**config.mk**
```make
export PLATFORM = sky130hd
export DESIGN_NAME = nested_irq_ctrl
export DESIGN_NICKNAME = d
export VERILOG_FILES = /design/src/rtl/nic_pkg.sv /design/src/rtl/nic_pend_bank.sv /design/src/rtl/nic_arbiter.sv /design/src/rtl/nic_stack.sv /design/src/rtl/nested_irq_ctrl.sv
export SDC_FILE = /design/constraint.sdc
export NUM_CORES = 1
export LEC_CHECK = 0
export ABC_AREA = 0
export CORE_MARGIN = 1.5
export CORE_UTILIZATION = 32
export DETAILED_ROUTE_END_ITERATION = 16
export PLACE_DENSITY_LB_ADDON = 0.2
export SETUP_SLACK_MARGIN = 0.02
export SLEW_MARGIN = 20
export SYNTH_ARGS = -nofsm -noshare
export SYNTH_HDL_FRONTEND = slang
export SYNTH_HIERARCHICAL = 1
export SYNTH_SLANG_ARGS = --single-unit
export TNS_END_PERCENT = 50
```
**constraint.sdc**
```tcl
create_clock -name clk -period 20.7 [get_ports clk]
set_input_delay 4.14 -clock clk [delete_from_list [all_inputs] [get_ports clk]]
set_output_delay 4.14 -clock clk [all_outputs]
set_load 0.1 [all_outputs]
```
**src/rtl/nic_pkg.sv**
```systemverilog
package nic_pkg;
  localparam int LVL_W = 3;
  typedef logic [LVL_W-1:0] lvl_t;
  typedef struct packed {
    logic dis;
    lvl_t ipl;
  } nic_status_t;
endpackage

```
**src/rtl/nic_pend_bank.sv**
```systemverilog
module nic_pend_bank #(
  parameter int NUM_SRC = 8
) (
  input  logic               clk,
  input  logic               rst,
  input  logic [NUM_SRC-1:0] set_i,
  input  logic [NUM_SRC-1:0] clr_i,
  output logic [NUM_SRC-1:0] pend_o
);
  // A new request arriving in the clear cycle survives.
  always_ff @(posedge clk) begin
    if (rst) pend_o <= '0;
    else     pend_o <= (pend_o & ~clr_i) | set_i;
  end
endmodule

```
**src/rtl/nic_arbiter.sv**
```systemverilog
module nic_arbiter
  import nic_pkg::*;
#(
  parameter int NUM_SRC = 8,
  localparam int SRC_W = (NUM_SRC > 1) ? $clog2(NUM_SRC) : 1
) (
  input  logic [NUM_SRC-1:0] pend_i,
  input  lvl_t               prio_i [NUM_SRC],
  input  lvl_t               ipl_i,
  output logic               hit_o,
  output logic [SRC_W-1:0]   idx_o,
  output lvl_t               lvl_o
);
  // Scan from the top index down; ">=" lets a lower index take a tie.
  always_comb begin
    hit_o = 1'b0;
    idx_o = '0;
    lvl_o = '0;
    for (int i = NUM_SRC - 1; i >= 0; i--) begin
      if (pend_i[i] && (prio_i[i] > ipl_i) && (prio_i[i] >= lvl_o)) begin
        hit_o = 1'b1;
        idx_o = SRC_W'(i);
        lvl_o = prio_i[i];
      end
    end
  end
endmodule

```
**src/rtl/nic_stack.sv**
```systemverilog
module nic_stack
  import nic_pkg::*;
#(
  parameter int DEPTH = 8,
  localparam int AW = (DEPTH > 1) ? $clog2(DEPTH) : 1,
  localparam int CW = $clog2(DEPTH + 1)
) (
  input  logic        clk,
  input  logic        rst,
  input  logic        push_i,
  input  nic_status_t push_data_i,
  input  logic        pop_i,
  output nic_status_t top_o,
  output logic        empty_o,
  output logic        full_o
);
  nic_status_t       mem [DEPTH];
  logic [CW-1:0]     cnt;
  logic [AW-1:0]     rd_idx;

  assign empty_o = (cnt == '0);
  assign full_o  = (cnt == CW'(DEPTH));
  assign rd_idx  = AW'(cnt - 1'b1);
  assign top_o   = mem[rd_idx];

  // Storage without reset so it can map onto RAM.
  always_ff @(posedge clk) begin
    if (push_i && !full_o) mem[AW'(cnt)] <= push_data_i;
  end

  always_ff @(posedge clk) begin
    if (rst) cnt <= '0;
    else if (push_i && !pop_i && !full_o) cnt <= cnt + 1'b1;
    else if (pop_i && !push_i && !empty_o) cnt <= cnt - 1'b1;
  end
endmodule

```
**src/rtl/nested_irq_ctrl.sv**
```systemverilog
module nested_irq_ctrl
  import nic_pkg::*;
#(
  parameter int NUM_SRC     = 8,
  parameter int STACK_DEPTH = 8,
  localparam int SRC_W = (NUM_SRC > 1) ? $clog2(NUM_SRC) : 1
) (
  input  logic                     clk,
  input  logic                     rst,
  input  logic [NUM_SRC-1:0]       req_i,
  input  logic [NUM_SRC*LVL_W-1:0] prio_i,
  input  logic                     dis_wr_en,
  input  logic                     dis_wr_val,
  input  logic                     ret_i,
  output logic                     ack_o,
  output logic [SRC_W-1:0]         vec_o,
  output logic [LVL_W-1:0]         ipl_o,
  output logic                     dis_o,
  output logic                     ovf_o,
  output logic                     unf_o
);
  lvl_t               prio_arr [NUM_SRC];
  logic [NUM_SRC-1:0] pend;
  logic [NUM_SRC-1:0] clr_mask;
  logic               hit;
  logic [SRC_W-1:0]   win_idx;
  lvl_t               win_lvl;
  logic               grant;
  nic_status_t        cur_st;
  nic_status_t        top_st;
  logic               stk_empty;
  logic               stk_full;

  for (genvar g = 0; g < NUM_SRC; g++) begin : g_unpack
    assign prio_arr[g] = prio_i[g*LVL_W +: LVL_W];
    assign clr_mask[g] = grant && (win_idx == SRC_W'(g));
  end

  assign cur_st = '{dis: dis_o, ipl: ipl_o};
  assign grant  = hit && !dis_o && !ret_i;

  nic_pend_bank #(.NUM_SRC(NUM_SRC)) u_pend (
    .clk(clk), .rst(rst), .set_i(req_i), .clr_i(clr_mask), .pend_o(pend)
  );

  nic_arbiter #(.NUM_SRC(NUM_SRC)) u_arb (
    .pend_i(pend), .prio_i(prio_arr), .ipl_i(ipl_o),
    .hit_o(hit), .idx_o(win_idx), .lvl_o(win_lvl)
  );

  nic_stack #(.DEPTH(STACK_DEPTH)) u_stk (
    .clk(clk), .rst(rst),
    .push_i(grant), .push_data_i(cur_st),
    .pop_i(ret_i), .top_o(top_st),
    .empty_o(stk_empty), .full_o(stk_full)
  );

  always_ff @(posedge clk) begin
    if (rst) begin
      ack_o <= 1'b0;
      vec_o <= '0;
      ipl_o <= '0;
      dis_o <= 1'b1;
      ovf_o <= 1'b0;
      unf_o <= 1'b0;
    end else begin
      ack_o <= grant;
      if (grant) vec_o <= win_idx;
      if (ret_i) begin
        if (stk_empty) unf_o <= 1'b1;
        else begin
          dis_o <= top_st.dis;
          ipl_o <= top_st.ipl;
        end
      end else if (grant) begin
        dis_o <= 1'b1;
        ipl_o <= win_lvl;
        if (stk_full) ovf_o <= 1'b1;
      end else if (dis_wr_en) begin
        dis_o <= dis_wr_val;
      end
    end
  end
endmodule

```
==> results of run 1 <==
==> cells in the mapped netlist (3+ instances only) <==
cell	n	area, um2
nand2_1	27	101
mux2i_1	5	50.1
o21a_1	6	45.0
a21oi_2	9	78.8
mux2_4	3	45.0
nor4_1	3	18.8
nand2b_4	8	110
ha_1	43	538
mux4_2	5	113
or3b_1	3	26.3
o2111ai_1	5	43.8
a21oi_1	25	125
nor2b_1	13	81.3
mux4_1	3	78.8
inv_1	31	116
a21o_1	3	22.5
a211o_1	3	26.3
nor2_1	26	97.6
nand3_1	12	60.1
and2_1	3	18.8
dfxtp_1	22	440
edfxtp_1	32	961
a211oi_2	4	50.1
nand2b_1	15	93.8
nor3_1	15	75.1
o211ai_1	3	22.5
buf_6	4	45.0
a31oi_1	3	18.8
o21ai_0	12	60.1
mux2_2	5	56.3
==> state kept, by name, indices dropped and copies added (netlist names) <==
| signal | cells |
|---|---|
| u_pend/pend_o | 8 |
| ack_o | 1 |
| vec_o | 3 |
| ipl_o | 3 |
| unf_o | 1 |
| dis_o | 1 |
| u_stk/mem | 32 |
| ovf_o | 1 |
| u_stk/cnt | 4 |
==> path summary, 6_finish.rpt <==
| check | startpoint | to | cells after the start |
|---|---|---|---|
| setup / recovery | prio_i[23] | u_stk/cnt[3] | 54 |
| hold / removal | ovf_o | ovf_o | 2 |
| setup reg to reg | ipl_o[1] | u_stk/cnt[3] | 54 |
| hold reg to reg | ovf_o | ovf_o | 2 |
==> power by group through the flow <==
stage          clock, uW  combinational, uW  sequential [uW]
2_1_floorplan          0                255              183
3_3_place_gp           0                359              157
3_5_place_dp           0                364              157
4_1_cts             85.0                366              155
5_1_grt             89.2                404              157
6_report            83.2                366              154
==> area by class of cell <==
| cell class | instances | area [um2] |
|---|---|---|
| Fill cell | 1284 | 7800 |
| Clock inverter | 3 | 20.0 |
| Tap cell | 172 | 215 |
| Multi-Input combinational cell | 319 | 2610 |
| Clock buffer | 5 | 125 |
| Inverter | 32 | 133 |
| Timing Repair Buffer | 47 | 468 |
| Sequential cell | 54 | 1400 |
==> cell usage in the layout, fill, tap and decap left out, types with 4 or more instances in the layout <==
| cell type | count |
|---|---|
| clkdlybuf4s50_1 | 46 |
| ha_1 | 43 |
| edfxtp_1 | 32 |
| inv_1 | 31 |
| nand2_1 | 27 |
| nor2_1 | 26 |
| a21oi_1 | 25 |
| dfxtp_1 | 22 |
| nor3_1 | 15 |
| nand2b_1 | 15 |
| nor2b_1 | 13 |
| o21ai_0 | 12 |
| nand3_1 | 12 |
| a21oi_2 | 9 |
| nand2b_4 | 8 |
| o21a_1 | 6 |
| mux2i_1 | 5 |
| clkbuf_16 | 5 |
| o2111ai_1 | 5 |
| mux2_2 | 5 |
| mux4_2 | 5 |
| a211oi_2 | 4 |
==> logic make-up (layout without fill, tap and decap cells) <==
| group | Yosys count | in the layout | share of synthesized area [%] |
|---|---|---|---|
| AND/OR/NAND/NOR | 148 | 148 | 21.4 |
| AO/OA/AOI/OAI | 102 | 102 | 18.3 |
| flip-flops | 54 | 54 | 33.2 |
| adder cells (fa/ha/maj) | 44 | 44 | 13.0 |
| buffers and inverters | 41 | 87 | 5.15 |
| multiplexers | 22 | 22 | 8.38 |
| XOR/XNOR | 3 | 3 | 0.622 |
==> per-layer routing <==
| metal | global-route usage (%) | share of wire [%] |
|---|---|---|
| met2 | 25.7 | 49 |
| met1 | 19.8 | 46 |
| met3 | 2.08 | 3.4 |
| met5 | 0 | 0 |
| met4 | 3.35 | 1.2 |
==> worst register-to-register path: cells and delay by family (launching register included) <==
family                     cells  cell delay, ps
and+or+nand+nor               22            3630
adders and majority gates      8            2420
muxes                          6            2040
DFF                            1             550
AOI/OAI and AO/OA             15            3660
buffers and inverters          3             660
==> through the flow <==
stage | cell area, um2 | hold WS (ps) | power [uW] | setup slack (ps) | instances
2_1_floorplan | 4230 | 469 | 438 | 6100 | 414
3_3_place_gp | 4820 | 461 | 516 | 4420 | 624
3_5_place_dp | 4820 | 475 | 522 | 4170 | 624
4_1_cts | 4970 | 491 | 606 | 4450 | 632
5_1_grt | 4970 | 508 | 650 | 3530 | 632
6_report | 4970 | 480 | 603 | 4340 | 632
==> results.json, run 1 <==
{
  "drive_above_1_share_pct": 12.8,
  "port-buffer-count": 46,
  "cts_tree": "yes",
  "period_needed_ps": 16360,
  "clk_pin_slew_ps": 70,
  "post_cts_hold_buffer_count": 0,
  "cp-start-kind": "input port",
  "syn_to_final_growth_pct": 17.6,
  "grt_max_degree": 24,
  "ys_types": 78,
  "grt_pass1_wl_mm": 16.7,
  "ios": 47,
  "coreArea_um2": 12800,
  "post_cts_resized": 0,
  "syn-cell-area_um2": 4230,
  "finalHoldViolCount": 0,
  "place_congestion": 0.820,
  "fin_crit_sh_pct": 79.0,
  "syn-num-nets": 494,
  "syn_inst": 414,
  "grtUsageTotal_pct": 14.9,
  "ys_seq_area_share_pct": 33.2,
  "wl_per_cell_um": 16.2,
  "dpl.hpwl_mm": 8.01,
  "critPathTopFamily": "compound AO/OA/AOI/OAI gates",
  "power_leakage_uw": 0.00187,
  "swShare_pct": 45.3,
  "endpoint_kind": "flip-flop",
  "drtAntennaViolNets": 0,
  "fp.dieW_um": 118,
  "setup_viol": 0,
  "fmax_mhz": 61.1,
  "grt_pass1_vias": 3213,
  "ir_drop_mv": 0.0486,
  "final_util_pct": 38.9,
  "path_class": "in2reg",
  "nNetsFinal": 539,
  "power_frac_clock_pct": 13.8,
  "max_stage_delay_ps": 500,
  "rsz0062_at_grt": "no",
  "fin_skew_ps": 4.41,
  "worst_pin_slew_ps": 1060,
  "cellPowerDensity_nw_per_um2": 121,
  "cts_buffer_depth": 2,
  "post_cts_buffers": 0,
  "fp.dieH_um": 118,
  "totalNegativeSetupSlack_ps": 0,
  "outcome": "completed",
  "die-area_um2": 13900,
  "rrSetupSlack_ps": 7670,
  "cts_inserted_buffers": 5,
  "synth_flop_cell": "edfxtp_1",
  "yosys_warnings": 6,
  "wirelength_mm": 10.3,
  "cap_violations": 0,
  "drc": 0,
  "syn_area_per_cell_um2": 10.2,
  "cp.arrival_ps": 16540,
  "ys_seq_elements": 54,
  "cts_sinks": 54,
  "cts_root_buf": "clkbuf_16",
  "num_vias": 3319,
  "synth-edff-count": 32,
  "p_int_uw": 330,
  "overflow": 0,
  "cp_common_cell": "ha_1",
  "routed_via_density": 5.25,
  "required_ps": 20880,
  "placementRows": 41,
  "cpMaxStageDelayCell": "o2111ai_1",
  "antenna_cells": 0,
  "antenna_found_initial": 0,
  "crit_path_max_fanout": 18,
  "min_path_type": "reg2reg",
  "seqPwrFrac_pct": 25.6,
  "comb_power_share_pct": 60.7,
  "crit_buf_inv": 3,
  "slew_viol_final": 0,
  "relSlewSlack_pct": 29.1,
  "cts_max_level": 2,
  "switchingPower_uw": 273,
  "drt-initial-drc-count": 206,
  "clk_latency_ps": 290,
  "initial_core_util_pct": 33.1,
  "dr.pass1.iters": 4,
  "ys_async_sr_fraction_pct": 0
}
Note: power is estimated with default switching activity, not from simulation.
==> run 2, diff against run 1 <==
==> constraint.sdc (replaced) <==
create_clock -name clk -period 16.23 [get_ports clk]
set_input_delay 3.246 -clock clk [delete_from_list [all_inputs] [get_ports clk]]
set_output_delay 3.246 -clock clk [all_outputs]
set_load 0.1 [all_outputs]
==> run 2 against run 1 <==
Net effect: via count grew 0.18%; first-iteration DRC count shrank 6.3%; global-route usage is essentially flat; final cell count grew 0.79%; design area grew 0.76%; register-to-register slack lost 3900 ps; sequential power grew 28%; flip-flop and latch count is the same; critical path depth is the same; sequential share of layout area shrank 0.21 points; core utilization grew 0.29 points; critical path type unchanged; critical endpoint unchanged.
==> results.json, run 2 (synthesized netlist as in run 1, its figures left out) <==
{
  "required_ps": 16410,
  "power_leakage_uw": 0.00190,
  "placementRows": 41,
  "drc": 0,
  "fp.dieW_um": 118,
  "cellPowerDensity_nw_per_um2": 156,
  "grtUsageTotal_pct": 14.9,
  "antenna_found_initial": 0,
  "nNetsFinal": 544,
  "wl_per_cell_um": 16.1,
  "fin_skew_ps": 5.97,
  "max_stage_delay_ps": 480,
  "coreArea_um2": 12800,
  "period_needed_ps": 14940,
  "ios": 47,
  "ir_drop_mv": 0.0605,
  "overflow": 0,
  "wirelength_mm": 10.3,
  "cts_inserted_buffers": 5,
  "clk_latency_ps": 290,
  "grt_pass1_vias": 3262,
  "path_class": "in2reg",
  "cts_buffer_depth": 2,
  "drive_above_1_share_pct": 14.2,
  "cts_root_buf": "clkbuf_16",
  "crit_path_max_fanout": 18,
  "post_cts_resized": 0,
  "post_cts_hold_buffer_count": 0,
  "fmax_mhz": 66.9,
  "fin_crit_sh_pct": 92.0,
  "comb_power_share_pct": 60.9,
  "antenna_cells": 0,
  "dpl.hpwl_mm": 7.92,
  "cap_violations": 0,
  "cp.arrival_ps": 15120,
  "top_register": "u_stk/mem",
  "port-buffer-count": 46,
  "reg.largest.list": "u_stk/mem (32), u_pend/pend_o (8), u_stk/cnt (4)",
  "cpMaxStageDelayCell": "or3b_1",
  "clk_pin_slew_ps": 70,
  "totalNegativeSetupSlack_ps": 0,
  "slew_viol_final": 0,
  "drt-initial-drc-count": 193,
  "outcome": "completed",
  "cts_tree": "yes",
  "worst_pin_slew_ps": 971,
  "grt_pass1_wl_mm": 16.6,
  "setup_viol": 0,
  "final_cell_mix": "clkdlybuf4s50_1 (45), ha_1 (43), edfxtp_1 (32)",
  "syn_to_final_growth_pct": 18.5,
  "finalHoldViolCount": 0,
  "p_int_uw": 427,
  "swShare_pct": 45.2,
  "power_frac_clock_pct": 13.9,
  "cp_common_cell": "ha_1",
  "cp-start-kind": "input port",
  "cts_max_level": 2,
  "final_common_cell": "clkdlybuf4s50_1",
  "num_vias": 3325,
  "holdWs_ps": 485,
  "routed_via_density": 5.22,
  "place_congestion": 0.866,
  "post_cts_buffers": 0,
  "relSlewSlack_pct": 35.0,
  "rsz0062_at_grt": "no",
  "grt_max_degree": 24,
  "dr.pass1.iters": 4,
  "min_path_type": "reg2reg",
  "largest_reg_flops": 32,
  "die-area_um2": 13900,
  "cts_sinks": 54,
  "fp.dieH_um": 118,
  "initial_core_util_pct": 33.1,
  "seqPwrFrac_pct": 25.2,
  "switchingPower_uw": 352,
  "endpoint_kind": "flip-flop",
  "drtAntennaViolNets": 0
}
-- run 2: cell type report --
| type | count | area [um2] |
|---|---|---|
| well taps | 172 | 215 |
| inverters | 32 | 133 |
| repair buffers | 52 | 500 |
| flip-flops and latches | 54 | 1400 |
| fillers | 1256 | 7770 |
| multi-input cells | 319 | 2610 |
| clock buffers | 5 | 125 |
| clock inverters | 3 | 25.0 |
-- run 2: per-stage QoR --
stage          std cells  cell area (um2)  total power [uW]  utilization [%]  setup slack, ps
2_1_floorplan        414             4230               558                -             2520
3_3_place_gp         629             4860               665             38.1             1270
3_5_place_dp         629             4860               675             38.1             1010
4_1_cts              637             5010               786             39.2             1280
5_1_grt              637             5010               840             39.2              349
6_report             637             5010               779             39.2             1290
-- run 2: power groups by stage --
stage / sequential [uW] / clock, uW / combinational [uW]
global placement: 199 / 0 / 466
finish: 197 / 108 / 475
detailed placement: 201 / 0 / 474
floorplan: 233 / 0 / 325
global route: 201 / 116 / 523
CTS: 197 / 111 / 477
-- run 2: final timing paths --
| check | startpoint | to | slack [ps] | cells after the start |
|---|---|---|---|---|
| max | prio_i[22] | u_stk/cnt[3] | 1290 | 54 |
| min | ovf_o | ovf_o | 480 | 2 |
| max reg2reg | ipl_o[2] | u_stk/cnt[3] | 3720 | 54 |
| min reg2reg | ovf_o | ovf_o | 480 | 2 |
-- run 2: worst max-delay path: cells and delay by family --
family                     cells  cell delay [ps]
muxes                          6             2010
and+or+nand+nor               21             3450
buffers and inverters          3              740
adders and majority gates      8             2340
AOI/OAI and AO/OA             16             3350
-- run 2: metal layers --
metal	share of wire (%)	track usage, %	vias up
li1	-	-	1657
met1	47	19.9	1601
met2	49	25.7	55
met3	2.5	2.03	12
met4	1.2	3.20	0
met5	0	0	-
==> run 3, diff against run 2 <==
--- a/config.mk
+++ b/config.mk
@@ -6,7 +6,6 @@
 export NUM_CORES = 1
 export LEC_CHECK = 0
 export ABC_AREA = 0
-export CORE_MARGIN = 1.5
 export CORE_UTILIZATION = 32
 export DETAILED_ROUTE_END_ITERATION = 16
 export PLACE_DENSITY_LB_ADDON = 0.2
==> run 3 against run 2 <==
Net effect: critical path depth did not move; die area decreased by 1.7%; hold slack about the same; design area decreased by 0.37%; clock power fell by 5%; non-clock buffer count is 4 lower; clock skew about the same; power fell by 1.5%; sequential power is essentially flat; critical endpoint unchanged.
==> results.json, run 3 (synthesized netlist as in run 1, its figures left out) <==
{
  "slew_viol_final": 0,
  "dpl.hpwl_mm": 7.79,
  "coreArea_um2": 12800,
  "wirelength_mm": 10.0,
  "seq_area_um2": 1400,
  "antenna_found_initial": 0,
  "final_cell_mix": "clkdlybuf4s50_1 (46), ha_1 (43), edfxtp_1 (32)",
  "initial_core_util_pct": 33.1,
  "drc": 0,
  "grt_max_degree": 24,
  "ir_drop_mv": 0.0545,
  "ios": 47,
  "wl_per_cell_um": 15.8,
  "cpMaxStageDelayCell": "clkdlybuf4s50_1",
  "cp-start-kind": "input port",
  "relSlewSlack_pct": 35.6,
  "fin_crit_sh_pct": 93.7,
  "endpoint_kind": "flip-flop",
  "path_class": "in2reg",
  "overflow": 0,
  "required_ps": 16400,
  "top_register": "u_stk/mem",
  "cts_max_level": 2,
  "num_vias": 3296,
  "fin_ws_ps": 1030,
  "drive_above_1_share_pct": 13.7,
  "fp.dieW_um": 117,
  "power_leakage_uw": 0.00189,
  "drt-initial-drc-count": 136,
  "cp_common_cell": "ha_1",
  "cellPowerDensity_nw_per_um2": 154,
  "fmax_mhz": 65.8,
  "cp.arrival_ps": 15380,
  "cts_root_buf": "clkbuf_16",
  "die-area_um2": 13700,
  "cts_sinks": 54,
  "syn_to_final_growth_pct": 18.0,
  "fillCellCount": 1290,
  "grt_pass1_wl_mm": 16.0,
  "dp_slack_ps": 414,
  "rsz0062_at_grt": "no",
  "grtUsageTotal_pct": 15.3,
  "clk_latency_ps": 290,
  "routed_via_density": 5.21,
  "reg2reg_depth": 54,
  "largest_reg_flops": 32,
  "placementRows": 41,
  "clk_pin_slew_ps": 60,
  "place_congestion": 0.853,
  "cts_tree": "yes",
  "worstHoldPathCells": 2,
  "multiInputGateArea_um2": 2620,
  "crit_path_max_fanout": 18,
  "cts_buffer_depth": 2,
  "final_common_cell": "clkdlybuf4s50_1",
  "setup_viol": 0,
  "worst_pin_slew_ps": 963,
  "period_needed_ps": 15200,
  "nNetsFinal": 540,
  "antenna_cells": 0,
  "dr.pass1.iters": 4,
  "cts_inserted_buffers": 5,
  "grt_pass1_vias": 3150,
  "max_stage_delay_ps": 470,
  "port-buffer-count": 46,
  "cap_violations": 0,
  "fin_skew_ps": 5.86,
  "reg.largest.list": "u_stk/mem (32), u_pend/pend_o (8), u_stk/cnt (4)",
  "finalHoldViolCount": 0,
  "min_path_type": "reg2reg",
  "totalNegativeSetupSlack_ps": 0,
  "drtAntennaViolNets": 0,
  "fp.dieH_um": 117,
  "outcome": "completed"
}
[run 3: cell types whose count changed in the layout (fill, tap and decap cells not counted), sizes merged]
cell / previous run / this run
clkinv: 2 / 3
buf: 7 / 2
clkdlybuf4s50: 45 / 46
clkbuf: 5 / 6
clkinvlp: 1 / 0
inv: 32 / 31
[run 3: metal layers]
layer	up-vias	global-route usage [%]	part of all wire [%]
met2	78	26.8	49
met4	0	2.36	0.79
met1	1555	20.6	47
li1	1651	-	-
met5	-	0	0
met3	12	1.60	3.2
[run 3: timing repair]
| action | in CTS | in global routing |
|---|---|---|
| setup buffers | 0 | 0 |
| resized for setup | 0 | 3 |
| hold buffers | 0 | 0 |
| setup endpoints to repair | 0 | 24 |
[run 3: power by group]
part           total (uW)  internal (uW)  switching [uW]
logic                 467            196             271
clock network         103           57.3            46.1
registers             197            169            28.0
total                 768            422             345
[run 3: area by class of cell]
class	count	area share, %
inverter	32	2.66
clock inverter	2	0.276
multi-input combinational	319	52.5
sequential	54	28.1
clock buffer	6	2.58
timing repair buffer	48	9.53
tap	172	4.31
[run 3: worst paths after layout]
kind              start           end  slack [ps]
min reg2reg       ovf_o         ovf_o         480
min               ovf_o         ovf_o         480
max          prio_i[22]  u_stk/cnt[3]        1030
max reg2reg    ipl_o[2]  u_stk/cnt[3]        3450
[run 3: through the flow]
step	total power (uW)	hold WS (ps)	util [%]	area, um2	std cells
finish	768	484	39.1	4990	633
global route	831	512	39.1	4990	633
CTS	771	495	38.9	4970	633
detailed placement	665	478	37.8	4830	625
global placement	659	454	37.8	4830	625
floorplan	558	469	-	4230	414
[run 3: critical path, delay by kind of cell]
family / cells / cell delay, ps
buf+inv: 3 / 700
compound gates: 16 / 3610
mux: 6 / 2040
simple gates: 21 / 3460
fa+ha+maj: 8 / 2340
